===== config.mk =====
export PLATFORM = sky130hd
export DESIGN_NAME = nmi_line_ctl
export DESIGN_NICKNAME = d
export VERILOG_FILES = /design/src/rtl/nmi_line_pkg.sv /design/src/rtl/nmi_line_sync.sv /design/src/rtl/nmi_line_detect.sv /design/src/rtl/nmi_line_regs.sv /design/src/rtl/nmi_line_ctl.sv
export SDC_FILE = /design/constraint.sdc
export NUM_CORES = 1
export LEC_CHECK = 0
export ABC_AREA = 0
export BUFFER_PORTS_ARGS = -buffer_cell sky130_fd_sc_hd__buf_2
export CAP_MARGIN = 20
export CORE_MARGIN = 1.5
export CORE_UTILIZATION = 30
export DETAILED_ROUTE_END_ITERATION = 12
export GPL_TIMING_DRIVEN = 0
export PLACE_DENSITY = 0.58
export SLEW_MARGIN = 10
export SYNTH_ARGS = -nofsm -noshare
export SYNTH_HDL_FRONTEND = slang
export SYNTH_SLANG_ARGS = --single-unit

===== constraint.sdc =====
create_clock -name clk -period 1.93 [get_ports clk]
set_input_delay 0.193 -clock clk [delete_from_list [all_inputs] [get_ports clk]]
set_output_delay 0.193 -clock clk [all_outputs]
set_load 0.05 [all_outputs]

===== src/rtl/nmi_line_pkg.sv =====
package nmi_line_pkg;

   localparam int unsigned REG_W = 32;

   // Trigger encoding: bit 1 picks polarity (1 = high/rising), bit 0 picks edge sensing
   typedef enum logic [1:0] {
      TRIG_LVL_LO    = 2'd0,
      TRIG_EDGE_FALL = 2'd1,
      TRIG_LVL_HI    = 2'd2,
      TRIG_EDGE_RISE = 2'd3
   } trig_e;

   localparam int unsigned OFF_CTRL = 0;
   localparam int unsigned OFF_SLOT_A = 4;
   localparam int unsigned OFF_SLOT_B = 8;

   function automatic logic trig_is_edge(trig_e t);
      return t[0];
   endfunction

   function automatic logic trig_is_high(trig_e t);
      return t[1];
   endfunction

endpackage


===== src/rtl/nmi_line_sync.sv =====
module nmi_line_sync #(
   parameter int unsigned STAGES  = 2,
   parameter bit          RST_VAL = 1'b1
) (
   input  logic clk,
   input  logic rst_n,
   input  logic din,
   output logic dout
);

   generate
      if (STAGES < 2) begin : g_bad_stages
         $error("nmi_line_sync: STAGES must be at least 2");
      end
   endgenerate

   logic [STAGES-1:0] chain_q;

   always_ff @(posedge clk or negedge rst_n) begin
      if (!rst_n) begin
         chain_q <= {STAGES{RST_VAL}};
      end else begin
         chain_q <= {chain_q[STAGES-2:0], din};
      end
   end

   assign dout = chain_q[STAGES-1];

endmodule


===== src/rtl/nmi_line_detect.sv =====
module nmi_line_detect
   import nmi_line_pkg::*;
#(
   parameter bit RST_VAL = 1'b1
) (
   input  logic  clk,
   input  logic  rst_n,
   input  logic  pin_s,
   input  trig_e trig,
   input  logic  clr,
   output logic  pend
);

   logic prev_q;
   logic pend_q;
   logic is_edge;
   logic active;
   logic hit_rise;
   logic hit_fall;
   logic edge_hit;
   logic pend_nxt;

   always_ff @(posedge clk or negedge rst_n) begin
      if (!rst_n) begin
         prev_q <= RST_VAL;
      end else begin
         prev_q <= pin_s;
      end
   end

   always_comb begin
      is_edge  = trig_is_edge(trig);
      active   = trig_is_high(trig) ? pin_s : ~pin_s;
      hit_rise = pin_s & ~prev_q;
      hit_fall = ~pin_s & prev_q;
      edge_hit = trig_is_high(trig) ? hit_rise : hit_fall;
      if (is_edge) begin
         pend_nxt = edge_hit | (pend_q & ~clr);
      end else begin
         pend_nxt = active;
      end
   end

   always_ff @(posedge clk or negedge rst_n) begin
      if (!rst_n) begin
         pend_q <= 1'b0;
      end else begin
         pend_q <= pend_nxt;
      end
   end

   assign pend = pend_q;

   AST_EDGE_STICKY: assert property (@(posedge clk) disable iff (!rst_n)
      (is_edge && pend_q && !clr) |=> pend_q);

   AST_SET_WINS: assert property (@(posedge clk) disable iff (!rst_n)
      (is_edge && edge_hit && clr) |=> pend_q);

   AST_W1C_EDGE: assert property (@(posedge clk) disable iff (!rst_n)
      (is_edge && clr && !edge_hit) |=> !pend_q);

   AST_LEVEL_HOLD: assert property (@(posedge clk) disable iff (!rst_n)
      (!is_edge && active && clr) |=> pend_q);

endmodule


===== src/rtl/nmi_line_regs.sv =====
module nmi_line_regs
   import nmi_line_pkg::*;
#(
   parameter int unsigned ADDR_W     = 4,
   parameter bit          ALT_LAYOUT = 1'b0
) (
   input  logic              clk,
   input  logic              rst_n,
   input  logic [ADDR_W-1:0] bus_addr,
   input  logic              bus_wr,
   input  logic [REG_W-1:0]  bus_wdata,
   output logic [REG_W-1:0]  bus_rdata,
   input  logic              pend,
   output trig_e             trig,
   output logic              clr,
   output logic              en
);

   generate
      if (ADDR_W < 4) begin : g_bad_addr
         $error("nmi_line_regs: ADDR_W must reach offset 0x08");
      end
   endgenerate

   logic [ADDR_W-1:0] off_pend;
   logic [ADDR_W-1:0] off_en;

   generate
      if (ALT_LAYOUT) begin : g_layout_alt
         assign off_en   = ADDR_W'(OFF_SLOT_A);
         assign off_pend = ADDR_W'(OFF_SLOT_B);
      end else begin : g_layout_std
         assign off_pend = ADDR_W'(OFF_SLOT_A);
         assign off_en   = ADDR_W'(OFF_SLOT_B);
      end
   endgenerate

   logic sel_ctrl;
   logic sel_pend;
   logic sel_en;
   logic [REG_W-1:0] ctrl_q;
   logic en_q;

   assign sel_ctrl = (bus_addr == ADDR_W'(OFF_CTRL));
   assign sel_pend = (bus_addr == off_pend);
   assign sel_en   = (bus_addr == off_en);

   always_ff @(posedge clk or negedge rst_n) begin
      if (!rst_n) begin
         ctrl_q <= '0;
         en_q   <= 1'b0;
      end else if (bus_wr) begin
         if (sel_ctrl) ctrl_q <= bus_wdata;
         if (sel_en)   en_q   <= bus_wdata[0];
      end
   end

   assign clr  = bus_wr & sel_pend & bus_wdata[0];
   assign trig = trig_e'(ctrl_q[1:0]);
   assign en   = en_q;

   always_comb begin
      bus_rdata = '0;
      if (sel_ctrl)      bus_rdata = ctrl_q;
      else if (sel_pend) bus_rdata[0] = pend;
      else if (sel_en)   bus_rdata[0] = en_q;
   end

   AST_CTRL_READBACK: assert property (@(posedge clk) disable iff (!rst_n)
      (bus_wr && sel_ctrl) |=> (ctrl_q == $past(bus_wdata)));

   AST_EN_MASK: assert property (@(posedge clk) disable iff (!rst_n)
      (bus_wr && sel_en && !bus_wdata[0]) |=> !en_q);

endmodule


===== src/rtl/nmi_line_ctl.sv =====
module nmi_line_ctl
   import nmi_line_pkg::*;
#(
   parameter int unsigned ADDR_W      = 4,
   parameter bit          ALT_LAYOUT  = 1'b0,
   parameter int unsigned SYNC_STAGES = 2,
   parameter bit          IDLE_VAL    = 1'b1
) (
   input  logic              clk,
   input  logic              rst_n,
   input  logic [ADDR_W-1:0] bus_addr,
   input  logic              bus_wr,
   input  logic [31:0]       bus_wdata,
   output logic [31:0]       bus_rdata,
   input  logic              nmi_pin,
   output logic              irq_out
);

   logic  pin_s;
   logic  pend;
   logic  clr;
   logic  en;
   trig_e trig;

   nmi_line_sync #(.STAGES(SYNC_STAGES), .RST_VAL(IDLE_VAL)) u_sync (
      .clk  (clk),
      .rst_n(rst_n),
      .din  (nmi_pin),
      .dout (pin_s)
   );

   nmi_line_detect #(.RST_VAL(IDLE_VAL)) u_detect (
      .clk  (clk),
      .rst_n(rst_n),
      .pin_s(pin_s),
      .trig (trig),
      .clr  (clr),
      .pend (pend)
   );

   nmi_line_regs #(.ADDR_W(ADDR_W), .ALT_LAYOUT(ALT_LAYOUT)) u_regs (
      .clk      (clk),
      .rst_n    (rst_n),
      .bus_addr (bus_addr),
      .bus_wr   (bus_wr),
      .bus_wdata(bus_wdata),
      .bus_rdata(bus_rdata),
      .pend     (pend),
      .trig     (trig),
      .clr      (clr),
      .en       (en)
   );

   assign irq_out = pend & en;

   AST_IRQ_MASKED: assert property (@(posedge clk) disable iff (!rst_n)
      !en |-> !irq_out);

   AST_IRQ_NEEDS_PEND: assert property (@(posedge clk) disable iff (!rst_n)
      irq_out |-> pend);

   AST_RESET_QUIET: assert property (@(posedge clk) disable iff (!rst_n)
      $rose(rst_n) |-> !irq_out);

endmodule


==> summary.md <==
| Metric | Value |
|---|---|
| CTS Buffer Depth | 2 |
| Setup TNS Final | 0 ps |
| Ports | 73 |
| Pre-CTS setup slack | 141 ps |
| Worst-path clk slew | 70 ps |
| Num CTS Buffers | 5 |
| Outcome | finished with violations |
| Synth area leaders | dfrtp_1 48%, mux2_4 26%, and2_1 11%, dfstp_2 4.5%, buf_6 1.9% |
| Nets | 242 |
| Number of diodes | 0 |
| Rel. slew slack | 46.9% |
| EDFF count, synth | 0 |
| Detailed Routing Iterations Pass 1 | 4 |
| WHS | -7.42 ps |
| Worst-Skew Late Latency | 280 ps |
| Worst Path Buf+Inv | 3 |
| CP peak stage delay | 420 ps |
| Mapped cell area | 1770 um2 |
| Final instance area | 2310 um2 |
| Worst Hold Class | input pin to async pin |
| Clock skew | 0.993 ps |
| CTS H-Tree Depth | 2 |
| Final slew viol count | 0 |
| Site Rows | 27 |
| Core area | 5610 um2 |
| Vias | 1171 |
| Starting Density | 31.5% |
| Max VDD drop | 0.000278 V |
| Die area | 6350 um2 |
| Worst-path cell chain | buf_2 -> nor4_4 -> clkbuf_1 -> and2_1 -> buf_2 |
| Minimum clock period | 1760 ps |
| Synth warn | 0 |
| DR iter-0 viols | 31 |
| Ys flop type | dfrtp_1 |
| I/O Buffers | 72 |
| Worst Tran Pin Value | 796 ps |
| Initial antenna violation count | 0 |
| Req. time, crit path | 1740 ps |
| All-layer global routing usage | 12.0% |
| Leakage power | 1.28 nW |
| Final setup viols | 0 |
| CTS tree | done |
| Routed length on met3 | 233 um |
| Synth Net Count | 162 |
| Failing checks | hold timing |
| Yosys cell types | 21 |
| Mapped Cells | 122 |
| Layout area overhead | 30.8% |
| Synth top area share | 48.2% |
| Vias/cell | 4.26 |
| Pwr dens | 872 nW/um2 |
| Setup crit start kind | input pin |
| Layout Cells excl Fill | 275 |
| Most frequent cell after synthesis | dfrtp_1 |
| Dominant cell type by area after synthesis | dfrtp_1 |
| Crit path max-delay family | buffers and inverters |
| Overflow after GRT | 0 |
| Worst Path Class, Setup | input pin to output port |
| CP endpoint kind | output port |
| Layout cells sized above 1 | 59.1% |
| Worst path slowest cell | nor4_4 |
| Clock sinks | 37 |
| Placed cell area | 2220 um2 |
| MaxCap Viol Count | 0 |
| Wirelength per Cell | 12.7 um |
| Asr flop ratio synth | 100% |
| Final setup margin | 168 ps |
| Yosys reg bits | 37 |
| Root Driver | clkbuf_8 |
| Crit path DAT | 1570 ps |
| Top sig layer | met4 |
| Syn avg cell area | 14.5 um2 |
| Wire length on met1 | 1650 um |
| RSZ-0062 raised after global routing | no |
| Vias in the first global route | 1143 |
| Post-placement cell count | 266 |
| Sequential area share after synthesis | 52.7% |
| Crit-path max FO | 10 |
| Synth top cells by count | 34 x dfrtp_1, 32 x and2_1, 30 x mux2_4 |
| Total Power | 2.01 mW |
| Final period utilization | 91.3% |
| DP HPWL | 2510 um |
| Die W | 79.7 um |
| Largest net degree at the start of global routing | 38 |
| Drt drc | 0 |
| Fin. Hold Viols | 17 |
| Routed WL | 3500 um |
| Core Util, Final | 41.2% |
| FILL cells | 565 |
| Routed length on met2 | 1550 um |
| Crit path top cell by count | buf_2 |
| GPL Wtd Cong | 0.729 |
| Antenna Violating Nets Remaining | 0 |
| FMAX | 568 MHz |
| Die extent in y | 79.7 um |
| First-pass GRT wire length | 5740 um |
-- final timing paths --
path / start / to / slack (ps) / depth (start not counted)
worst min-delay path: rst_n / u_regs.ctrl_q[17]$_DFFE_PN0P_ / -7 / 1
worst max-delay path: bus_addr[2] / bus_rdata[20] / 170 / 5
worst max register to register: u_detect.prev_q$_DFF_PN1_ / u_detect.pend$_DFF_PN0_ / 910 / 2
worst min register to register: u_sync.chain_q[0]$_DFF_PN1_ / u_sync.chain_q[1]$_DFF_PN1_ / 360 / 0
min in group clk: bus_wdata[16] / u_regs.ctrl_q[16]$_DFFE_PN0P_ / 130 / 2
max in group asynchronous: rst_n / u_regs.ctrl_q[26]$_DFFE_PN0P_ / 1440 / 1
-- kinds of logic after synthesis --
group / share of synthesized area [%]
AO/OA/AOI/OAI: 1.77
buffers and inverters: 2.76
flip-flops: 52.7
multiplexers: 28.0
AND/OR/NAND/NOR: 14.8
-- sequential cells by signal, indices dropped and copies added (netlist names) --
name and flops:
u_sync.chain_q 2, u_detect.prev_q 1, u_regs.ctrl_q 32, u_detect.pend 1
u_regs.en 1
-- cell usage in the layout (no fill, tap or decap), drive strengths merged --
cell type    synthesis  final
a2bb2oi              1      1
nor2b                1      1
dlygate4sd3          0      1
buf                  3     75
mux2i                1      1
dfrtp               34     34
nand2                2      2
nor2                 1      1
dfstp                3      3
nand4                1      1
a211oi               1      1
clkinv               0      2
clkbuf               3      9
mux2                33     33
a311o                1      1
nor3                 1      1
nor4                 1      1
a21oi                1      1
nand4b               1      1
and2                32     32
inv                  1      1
-- routing by layer --
layer	track usage (%)	vias up
li1	-	573
met4	5.79	0
met1	16.0	542
met2	18.2	50
met5	0	-
met3	2.97	6
-- repair_timing --
item | CTS | global route
endpoints found under the hold margin | 1 | 0
setup buffers | 0 | 0
setup endpoints to repair | 0 | 0
hold buffers | 1 | 0
gates resized for setup | 0 | 0
-- final cells by class --
cell class	count	area (um2)	area share [%]
inverters	1	3.75	0.163
clock buffers	6	72.6	3.14
flip-flops and latches	37	930	40.3
well taps	72	90.1	3.90
multi-input cells	78	787	34.1
clock inverters	2	10.0	0.434
plain buffers	6	45.0	1.95
repair buffers	73	370	16.0
-- worst register-to-register path, stage by stage, from the launching register on --
cell     delay, ps
dfstp_2        530
a21oi_1         50
a311o_1        320
-- power breakdown --
group,internal (mW),switching [mW],total (mW)
clock network,0.250,0.266,0.516
registers,0.949,0.0913,1.04
logic,0.273,0.184,0.458
Note: power is estimated with default switching activity, not from simulation.
